==> src/rtl/rtu_pkg.sv <==
package rtu_pkg;
  localparam int DATA_W  = 8;
  localparam int CNT_W   = 2 * DATA_W;
  localparam int IDX_W   = 4;
  localparam int IDX_LSB = 9;
  localparam int ADDR_W  = IDX_LSB + IDX_W;
  localparam int NUM_CNT = 2;
  localparam int FLAG_W  = DATA_W - 1;

  localparam logic [IDX_W-1:0] RI_T1_LO  = 4'd4;
  localparam logic [IDX_W-1:0] RI_T1_HI  = 4'd5;
  localparam logic [IDX_W-1:0] RI_LAT_LO = 4'd6;
  localparam logic [IDX_W-1:0] RI_LAT_HI = 4'd7;
  localparam logic [IDX_W-1:0] RI_T2_LO  = 4'd8;
  localparam logic [IDX_W-1:0] RI_T2_HI  = 4'd9;
  localparam logic [IDX_W-1:0] RI_MODE   = 4'd11;
  localparam logic [IDX_W-1:0] RI_FLAGS  = 4'd13;
  localparam logic [IDX_W-1:0] RI_ENABLE = 4'd14;

  localparam logic [1:0]        MODE_CONT = 2'b01;
  localparam int                T1_BIT    = 6;
  localparam int                SR_BIT    = 2;
  localparam logic [FLAG_W-1:0] IRQ_MASK  = 7'h44;
  localparam logic [FLAG_W-1:0] IER_RST   = 7'h44;
  localparam logic [CNT_W-1:0]  CNT_RST   = 16'hFFFF;
  localparam logic [CNT_W-1:0]  LATCH_RST = 16'h0000;
endpackage

==> src/rtl/rtu_rst_sync.sv <==
module rtu_rst_sync (
  input  logic clk,
  input  logic rst_n,
  output logic rst_n_sync
);
  logic [1:0] sync_q;

  always_ff @(posedge clk or negedge rst_n) begin
    if (!rst_n) sync_q <= 2'b00;
    else        sync_q <= {sync_q[0], 1'b1};
  end

  assign rst_n_sync = sync_q[1];
endmodule

==> src/rtl/rtu_counter.sv <==
module rtu_counter #(
  parameter int W = 16,
  parameter logic [W-1:0] RST_VAL = '1
) (
  input  logic           clk,
  input  logic           rst_n,
  input  logic           tick_i,
  input  logic           ld_lo_i,
  input  logic           ld_hi_i,
  input  logic [W/2-1:0] byte_i,
  input  logic [W-1:0]   reload_i,
  output logic [W-1:0]   cnt_o,
  output logic           zero_pass_o
);
  localparam int HALF = W / 2;

  logic [W-1:0] cnt_q, cnt_d;
  logic         any_ld;

  always_comb begin
    any_ld      = ld_lo_i | ld_hi_i;
    zero_pass_o = tick_i & ~any_ld & (cnt_q == '0);
    cnt_d       = cnt_q;
    if (ld_lo_i)
      cnt_d = {cnt_q[W-1:HALF], byte_i};
    else if (ld_hi_i)
      cnt_d = {byte_i, cnt_q[HALF-1:0]};
    else if (tick_i)
      cnt_d = (cnt_q == '0) ? reload_i : cnt_q - 1'b1;
  end

  always_ff @(posedge clk or negedge rst_n) begin
    if (!rst_n) cnt_q <= RST_VAL;
    else        cnt_q <= cnt_d;
  end

  assign cnt_o = cnt_q;


  count_step_chk: assert property (@(posedge clk) disable iff (!rst_n)
    (tick_i && !ld_lo_i && !ld_hi_i && cnt_q != '0) |=> cnt_q == $past(cnt_q) - 1'b1);

  count_hold_chk: assert property (@(posedge clk) disable iff (!rst_n)
    (!tick_i && !ld_lo_i && !ld_hi_i) |=> $stable(cnt_q));

  count_reload_chk: assert property (@(posedge clk) disable iff (!rst_n)
    (tick_i && !ld_lo_i && !ld_hi_i && cnt_q == '0) |=> cnt_q == $past(reload_i));

  load_lo_keep_chk: assert property (@(posedge clk) disable iff (!rst_n)
    ld_lo_i |=> (cnt_q[W-1:HALF] == $past(cnt_q[W-1:HALF])) && (cnt_q[HALF-1:0] == $past(byte_i)));
endmodule

==> src/rtl/rtu_irq_ctrl.sv <==
module rtu_irq_ctrl
  import rtu_pkg::*;
(
  input  logic              clk,
  input  logic              rst_n,
  input  logic              t1_evt_i,
  input  logic              sr_evt_i,
  input  logic              t1_ack_i,
  input  logic              flag_wr_i,
  input  logic              en_wr_i,
  input  logic [DATA_W-1:0] byte_i,
  output logic [FLAG_W-1:0] ifr_o,
  output logic [FLAG_W-1:0] ier_o,
  output logic              irq_o
);
  logic [FLAG_W-1:0] ifr_q, ifr_d, ier_q, ier_d, set_v;

  always_comb begin
    set_v = '0;
    set_v[T1_BIT] = t1_evt_i;
    set_v[SR_BIT] = sr_evt_i;

    ifr_d = ifr_q;
    if (flag_wr_i) ifr_d = ifr_d & ~byte_i[FLAG_W-1:0];
    if (t1_ack_i)  ifr_d[T1_BIT] = 1'b0;
    ifr_d = ifr_d | set_v;

    ier_d = ier_q;
    if (en_wr_i) begin
      if (byte_i[DATA_W-1]) ier_d = ier_q | byte_i[FLAG_W-1:0];
      else                  ier_d = ier_q & ~byte_i[FLAG_W-1:0];
    end
  end

  always_ff @(posedge clk or negedge rst_n) begin
    if (!rst_n) begin
      ifr_q <= '0;
      ier_q <= IER_RST;
    end else begin
      ifr_q <= ifr_d;
      ier_q <= ier_d;
    end
  end

  assign ifr_o = ifr_q;
  assign ier_o = ier_q;
  assign irq_o = |(ifr_q & ier_q & IRQ_MASK);


  ier_set_chk: assert property (@(posedge clk) disable iff (!rst_n)
    (en_wr_i && byte_i[DATA_W-1]) |=> (ier_q & $past(byte_i[FLAG_W-1:0])) == $past(byte_i[FLAG_W-1:0]));

  ier_clr_chk: assert property (@(posedge clk) disable iff (!rst_n)
    (en_wr_i && !byte_i[DATA_W-1]) |=> (ier_q & $past(byte_i[FLAG_W-1:0])) == '0);

  t1_flag_src_chk: assert property (@(posedge clk) disable iff (!rst_n)
    !t1_evt_i |=> !$rose(ifr_q[T1_BIT]));

  sr_flag_set_chk: assert property (@(posedge clk) disable iff (!rst_n)
    sr_evt_i |=> ifr_q[SR_BIT]);
endmodule

==> src/rtl/reload_timer_unit.sv <==
module reload_timer_unit
  import rtu_pkg::*;
(
  input  logic              clk,
  input  logic              rst_n,
  input  logic              cnt_en,
  input  logic [ADDR_W-1:0] bus_addr,
  input  logic [DATA_W-1:0] bus_wdata,
  input  logic              bus_wr,
  input  logic              bus_rd,
  output logic [DATA_W-1:0] bus_rdata,
  input  logic              shift_evt,
  output logic              irq
);
  logic                rst_s;
  logic [IDX_W-1:0]    idx;
  logic [CNT_W-1:0]    latch_q, latch_d;
  logic [1:0]          mode_q, mode_d;
  logic [NUM_CNT-1:0]  ld_lo, ld_hi, zero_pass;
  logic [CNT_W-1:0]    reload [NUM_CNT];
  logic [CNT_W-1:0]    cnt    [NUM_CNT];
  logic [FLAG_W-1:0]   ifr, ier;
  logic                t1_evt, t1_ack, flag_wr, en_wr;

  rtu_rst_sync u_rst (.clk(clk), .rst_n(rst_n), .rst_n_sync(rst_s));

  assign idx = bus_addr[IDX_LSB +: IDX_W];

  // write decode
  always_comb begin
    ld_lo    = '0;
    ld_hi    = '0;
    ld_lo[0] = bus_wr & (idx == RI_T1_LO);
    ld_hi[0] = bus_wr & (idx == RI_T1_HI);
    ld_lo[1] = bus_wr & (idx == RI_T2_LO);
    ld_hi[1] = bus_wr & (idx == RI_T2_HI);
    flag_wr  = bus_wr & (idx == RI_FLAGS);
    en_wr    = bus_wr & (idx == RI_ENABLE);
    t1_ack   = bus_rd & (idx == RI_T1_LO);
  end

  // latch and mode next state
  always_comb begin
    latch_d = latch_q;
    mode_d  = mode_q;
    if (bus_wr && idx == RI_LAT_LO) latch_d[DATA_W-1:0]     = bus_wdata;
    if (bus_wr && idx == RI_LAT_HI) latch_d[CNT_W-1:DATA_W] = bus_wdata;
    if (bus_wr && idx == RI_MODE)   mode_d = bus_wdata[DATA_W-1:DATA_W-2];
  end

  always_ff @(posedge clk or negedge rst_s) begin
    if (!rst_s) begin
      latch_q <= LATCH_RST;
      mode_q  <= 2'b00;
    end else begin
      latch_q <= latch_d;
      mode_q  <= mode_d;
    end
  end

  generate
    for (genvar i = 0; i < NUM_CNT; i++) begin : g_cnt
      if (i == 0) begin : g_latched
        assign reload[i] = latch_q - 1'b1;
      end else begin : g_free
        assign reload[i] = '1;
      end
      rtu_counter #(.W(CNT_W), .RST_VAL(CNT_RST)) u_cnt (
        .clk        (clk),
        .rst_n      (rst_s),
        .tick_i     (cnt_en),
        .ld_lo_i    (ld_lo[i]),
        .ld_hi_i    (ld_hi[i]),
        .byte_i     (bus_wdata),
        .reload_i   (reload[i]),
        .cnt_o      (cnt[i]),
        .zero_pass_o(zero_pass[i])
      );
    end
  endgenerate

  assign t1_evt = zero_pass[0] & (mode_q == MODE_CONT);

  rtu_irq_ctrl u_irq (
    .clk      (clk),
    .rst_n    (rst_s),
    .t1_evt_i (t1_evt),
    .sr_evt_i (shift_evt),
    .t1_ack_i (t1_ack),
    .flag_wr_i(flag_wr),
    .en_wr_i  (en_wr),
    .byte_i   (bus_wdata),
    .ifr_o    (ifr),
    .ier_o    (ier),
    .irq_o    (irq)
  );

  // read mux
  always_comb begin
    bus_rdata = '0;
    case (idx)
      RI_T1_LO:  bus_rdata = cnt[0][DATA_W-1:0];
      RI_T1_HI:  bus_rdata = cnt[0][CNT_W-1:DATA_W];
      RI_LAT_LO: bus_rdata = latch_q[DATA_W-1:0];
      RI_LAT_HI: bus_rdata = latch_q[CNT_W-1:DATA_W];
      RI_T2_LO:  bus_rdata = cnt[1][DATA_W-1:0];
      RI_T2_HI:  bus_rdata = cnt[1][CNT_W-1:DATA_W];
      RI_MODE:   bus_rdata = {mode_q, {(DATA_W-2){1'b0}}};
      RI_FLAGS:  bus_rdata = {1'b0, ifr};
      RI_ENABLE: bus_rdata = {1'b0, ier};
      default:   bus_rdata = '0;
    endcase
  end


  latch_wr_keeps_count_chk: assert property (@(posedge clk) disable iff (!rst_s)
    (bus_wr && (idx == RI_LAT_LO || idx == RI_LAT_HI) && !cnt_en) |=> $stable(cnt[0]));

  free_cnt_no_flag_chk: assert property (@(posedge clk) disable iff (!rst_s)
    (zero_pass[1] && !zero_pass[0] && !shift_evt) |=> $stable(ifr) || $fell(ifr[T1_BIT]) || ($past(bus_wr) && $past(idx) == RI_FLAGS));
endmodule

==> config.mk <==
export PLATFORM = sky130hd
export DESIGN_NAME = reload_timer_unit
export DESIGN_NICKNAME = d
export VERILOG_FILES = /design/src/rtl/rtu_pkg.sv /design/src/rtl/rtu_rst_sync.sv /design/src/rtl/rtu_counter.sv /design/src/rtl/rtu_irq_ctrl.sv /design/src/rtl/reload_timer_unit.sv
export SDC_FILE = /design/constraint.sdc
export NUM_CORES = 1
export LEC_CHECK = 0
export BUFFER_PORTS_ARGS = -buffer_cell sky130_fd_sc_hd__buf_4
export CORE_MARGIN = 2
export CORE_UTILIZATION = 25
export CTS_CLUSTER_DIAMETER = 80
export DETAILED_ROUTE_END_ITERATION = 6
export PLACE_DENSITY_LB_ADDON = 0.25
export SETUP_SLACK_MARGIN = 0.4
export SLEW_MARGIN = 20
export SYNTH_ARGS = -nofsm -noshare
export SYNTH_HDL_FRONTEND = slang
export SYNTH_SLANG_ARGS = --single-unit
export TNS_END_PERCENT = 10
==> constraint.sdc <==
create_clock -name clk -period 2.68 [get_ports clk]
set_clock_uncertainty 0.2 [all_clocks]
set_input_delay 0.268 -clock clk [delete_from_list [all_inputs] [get_ports clk]]
set_output_delay 0.268 -clock clk [all_outputs]
set_load 0.1 [all_outputs]
### Word level (Yosys, flattened, before mapping)

Index checks and enable logic that the tools add are counted.

* flip-flop bits (word level): 66
* latch bits: 0
* bits in writable memories: 0
* bits in read-only memories: 0
* input bits: 27
* output and inout port bits: 9
* memories kept: 0

* add/subtract/negate cells: 3
* multipliers: 0
* divide/modulo/power cells: 0
* $lt $le $gt $ge: 0
* eq/ne operators: 12
* shift operators: 0
* mux-type cells: 12
* bitwise logic cells: 20
* reductions and logical operators: 14

Operator list (count)
* $mux 16: 6
* $pmux 8 s9: 1
* $sub 16x1->16 const B: 3
* $logic_not 16->1: 2
* $and 7x7->7: 3
* $eq 4x4->1 const B: 5
* $eq 4x3->1 const B: 4
* $mux 8: 2
* $mux 7: 2
* $or 7x7->7: 2
* $and 1x1->1: 10
* $reduce_and 2->1: 4
* $reduce_bool 2->1: 4
* $not 7->7: 1
* $ne 2x1->1 const B: 2
* $logic_and 1x1->1: 3
* $not 1->1: 3
* $eq 2x1->1 const B: 1
* $reduce_or 2->1: 1
* $mux 1: 1
* $or 1x1->1: 1

### Longest topological paths before layout

* word-level depth: 8
* depth in mapped cells: 14
* depth with buffers taken out: 10

### Cells and area by module

From an unflattened synthesis, not the netlist that was laid out.

* cells, all modules: 552
* area total of the unflattened synthesis: 4829.6 sq um

By module, submodules not included
* rtu_counter: times used 2, cells each 164, area an instance 1310.0 sq um
* reload_timer_unit: times used 1, cells each 182, area an instance 1624.1 sq um
* rtu_irq_ctrl: times used 1, cells each 39, area an instance 531.8 sq um
* rtu_rst_sync: times used 1, cells each 3, area an instance 53.8 sq um

### Least setup slack after synthesis

Ideal clock, no wire load.

* kind: input -> output
* start: input port bus_addr[12]
* end: output port bus_rdata[5]
* arrival: 3.247 ns
* required time: 2.212 ns
* slack: -1.035 ns
* stages: 5
* buffers on the path: 3
* path through: buf_2 -> buf_1 -> buf_1 -> a32oi_1 -> o21ai_0

* longest elaborated chain between the ends: 2
* elaborated cells on any way between the ends: 10
* those cells by class: eq/ne (9); mux (1)

Ends and longest elaborated chain
* from (decl): line reload_timer_unit.sv:7 `input logic [ADDR_W-1:0] bus_addr,`
* $eq 4x4->1 / $eq 4x3->1 (equally long branches): line reload_timer_unit.sv:101 `case (idx)`
* $pmux 8 s9 (*): line reload_timer_unit.sv:101
* to (decl): line reload_timer_unit.sv:11 `output logic [DATA_W-1:0] bus_rdata,`

Every way passes the cells marked *; elsewhere a longest branch is shown, timed or not.

### Worst setup path after layout

* start: register latch_q[12]
* end: output port bus_rdata[4]

* longest elaborated chain between the ends: 1

Ends and longest elaborated chain
* from (decl): line reload_timer_unit.sv:17 `logic [CNT_W-1:0] latch_q, latch_d;`
* from (signal assigned): line reload_timer_unit.sv:56 `latch_q <= latch_d;`
* $pmux 8 s9: line reload_timer_unit.sv:101

Every way passes these cells.

==> key figures <==
GRT
  – Largest net degree at the start of global routing: 33
  – Number of global-route vias before repair: 4032
  – Global-route usage over all layers: 0.176
  – Gr ovfl total: 0
  – First-pass GRT wire length: 24.4 mm
  – Initial antenna violation count: 0

Synthesis
  – #FFs+latches synth: 66
  – Post-Syn Instances: 472
  – Asr flop ratio synth: 1.00
  – Netlist cell types: 71
  – Synth warnings: 0
  – Post-synth net total: 502
  – Post-synth EDFFs: 0
  – Top_reg_cell synth: dfstp_2
  – Syn_area_per_cell: 9.19 um^2
  – Synthesized area: 4340 um^2
  – Register area share after synthesis: 0.391

Finish
  – Sequential cell area: 1700 um^2
  – Area Growth Syn to Fin: 31.7%
  – Final core utilization: 0.334
  – Leading cell types in the layout, fill and taps excluded: buf_4, nand2_1, dfstp_2
  – # diodes: 0
  – Most common cell after layout, fill and taps aside: buf_4
  – Final layout net count: 556
  – Share of cells above drive strength 1: 0.362
  – Post-Layout Cell Count: 756
  – Area taken by multi-input logic gates: 2700 um^2
  – Design Area, Final: 5710 um^2
  – Fill count: 1766

Worst setup path
  – CP endpoint kind: primary output
  – CP arrival: 2260 ps
  – Worst setup SP type: flop
  – CP Max Fanout: 2
  – Crit path kind: reg2out
  – CP required: 2210 ps

Detailed routing
  – DRC Markers: 0
  – DR iter-0 viols: 427
  – Via count: 4210
  – Detailed Route WL: 15.7 mm
  – Post-route ant nets: 0
  – Drt first pass iters: 5
  – DR vias/cell: 5.57
  – WL/cell: 20.8 um

CTS
  – Num CTS Buffers: 9
  – H-tree depth: 3
  – CTS Buffer Depth: 2
  – CTS tree: done
  – Worst-path clk slew: 60 ps
  – Root Buffer: clkbuf_16
  – Clock Latency Late Sink: 350 ps
  – Clock sink count: 66

Floorplan
  – DIE HEIGHT: 136 um
  – FP Rows: 48
  – Die width: 136 um
  – I/O pin count: 36
  – Core Region: 17100 um^2
  – Die ar.: 18400 um^2
  – Initial Util: 0.253

Pwr
  – PwrDens: 786 nW/um^2
  – Pleak: 2.14 nW
  – VDD IR max: 0.485 mV
  – Final Total Pwr: 4.49 mW

Timing
  – Fin crit period: 2730 ps
  – Final worst slack: -49.6 ps
  – Endpoints failing hold: 0
  – Slew @ Worst Pin: 642 ps
  – Pins Over Slew Limit: 0
  – Setup Viol. Count Final: 1
  – Slew HR: 0.572
  – Period utilization: 1.02
  – Max Freq: 0.366 GHz
  – Unrepaired setup endpoints after global routing: true

Place
  – Placed cells: 725
  – Area after DPL: 4940 um^2
  – HPWL after DPL: 11.3 mm
  – Routability Congestion: 0.874
  – PortBufs: 26

Job
  – Max capacitance violation total: 0

Run status
  – Outcome: complete, but fails checks
  – Failing checks: setup timing

Worst hold path
  – Hold Crit Class: in2async
## critical path: stages, from the launching register on
cell	delay, ps
dfrtp_1	400
mux2_2	290
a222oi_1	460
o21ai_1	130
a222oi_1	340
inv_1	100
buf_6	200
## routing by layer
metal	vias to the layer above	share of wire	global-route usage
met5	-	0	0
met4	0	0.026	0.0648
met1	2095	0.46	0.249
met2	156	0.46	0.268
met3	33	0.050	0.0314
li1	1926	-	-
## cells in the mapped netlist (all sizes together) (4+ instances only)
cell type	instances	area, um^2
inv	9	33.8
a32o	7	70.1
o22ai	11	68.8
a22oi	15	113
mux2	27	304
mux2i	7	70.1
a221o	4	40.0
a21boi	6	45.0
nor4	4	40.0
nor2b	4	25.0
nor3	19	126
dfrtp	32	801
a21o	8	60.1
o21ai	37	185
xnor2	5	43.8
nand3	19	95.1
a222oi	4	40.0
nand4	6	37.5
nand2b	5	31.3
buf	12	81.3
a21oi	27	139
a31oi	7	43.8
nand2	46	175
or2	8	50.1
clkbuf	14	52.6
nor2	36	138
dfstp	34	893
## final timing paths
| path | from | slack, ps | cells past startpoint | to |
|---|---|---|---|---|
| setup / recovery | latch_q[12] | -50 | 6 | bus_rdata[4] |
| hold / removal | rst_n | 40 | 2 | u_rst.sync_q[1] |
| setup reg to reg | g_cnt[0].u_cnt.cnt_o[7] | 160 | 11 | g_cnt[0].u_cnt.cnt_o[10] |
| hold reg to reg | u_rst.sync_q[1] | 90 | 0 | latch_q[5] |
| max in group asynchronous | u_rst.sync_q[1] | 1520 | 1 | g_cnt[1].u_cnt.cnt_o[8] |
| min in group clk | bus_wdata[0] | 40 | 3 | g_cnt[1].u_cnt.cnt_o[8] |
## layout make-up
type                       count  area share
inverter                       9     0.00592
multi-input combinational    371       0.473
timing repair buffer          69       0.113
tap                          225      0.0493
clock inverter                 6      0.0199
sequential                    66       0.297
clock buffer                  10      0.0419
## power breakdown
| part | internal, mW | leakage (nW) | switching [mW] | total, mW |
|---|---|---|---|---|
| Sequential | 1.36 | 0.755 | 0.427 | 1.78 |
| Combinational | 0.575 | 1.22 | 0.710 | 1.28 |
| Clock | 0.935 | 0.165 | 0.486 | 1.42 |
| Total | 2.87 | 2.14 | 1.62 | 4.49 |
## metrics by stage
| step | setup TNS [ps] | hold slack (ps) | setup WS (ps) |
|---|---|---|---|
| final | -49.6 | 35.4 | -49.6 |
| after global routing | -119 | 43.6 | -119 |
| after CTS | -79.9 | 18.0 | -79.9 |
| after detailed placement | 0 | -147 | 164 |
| after global placement | 0 | -149 | 173 |
| after floorplan | -3.14 | -228 | -3.14 |
## repair_timing
action,in CTS,in global routing
gates resized for setup,31,28
endpoints found under the setup margin,11,23
endpoints found under the hold margin,5,0
cloned,0,0
pin swaps,24,30
buffers inserted,1,10
hold buffers,4,0
## logic make-up (layout without fill, tap and decap cells)
kind of cell,after synthesis,count (layout),share of synthesized area
simple gates,161,161,0.190
flops,66,66,0.391
compound gates,164,164,0.269
mux,34,34,0.0863
fa+ha+maj,3,3,0.00866
buf+inv,35,94,0.0387
other cells,1,1,0.000865
xor+xnor,8,8,0.0162
Note: power is estimated with default switching activity, not from simulation.
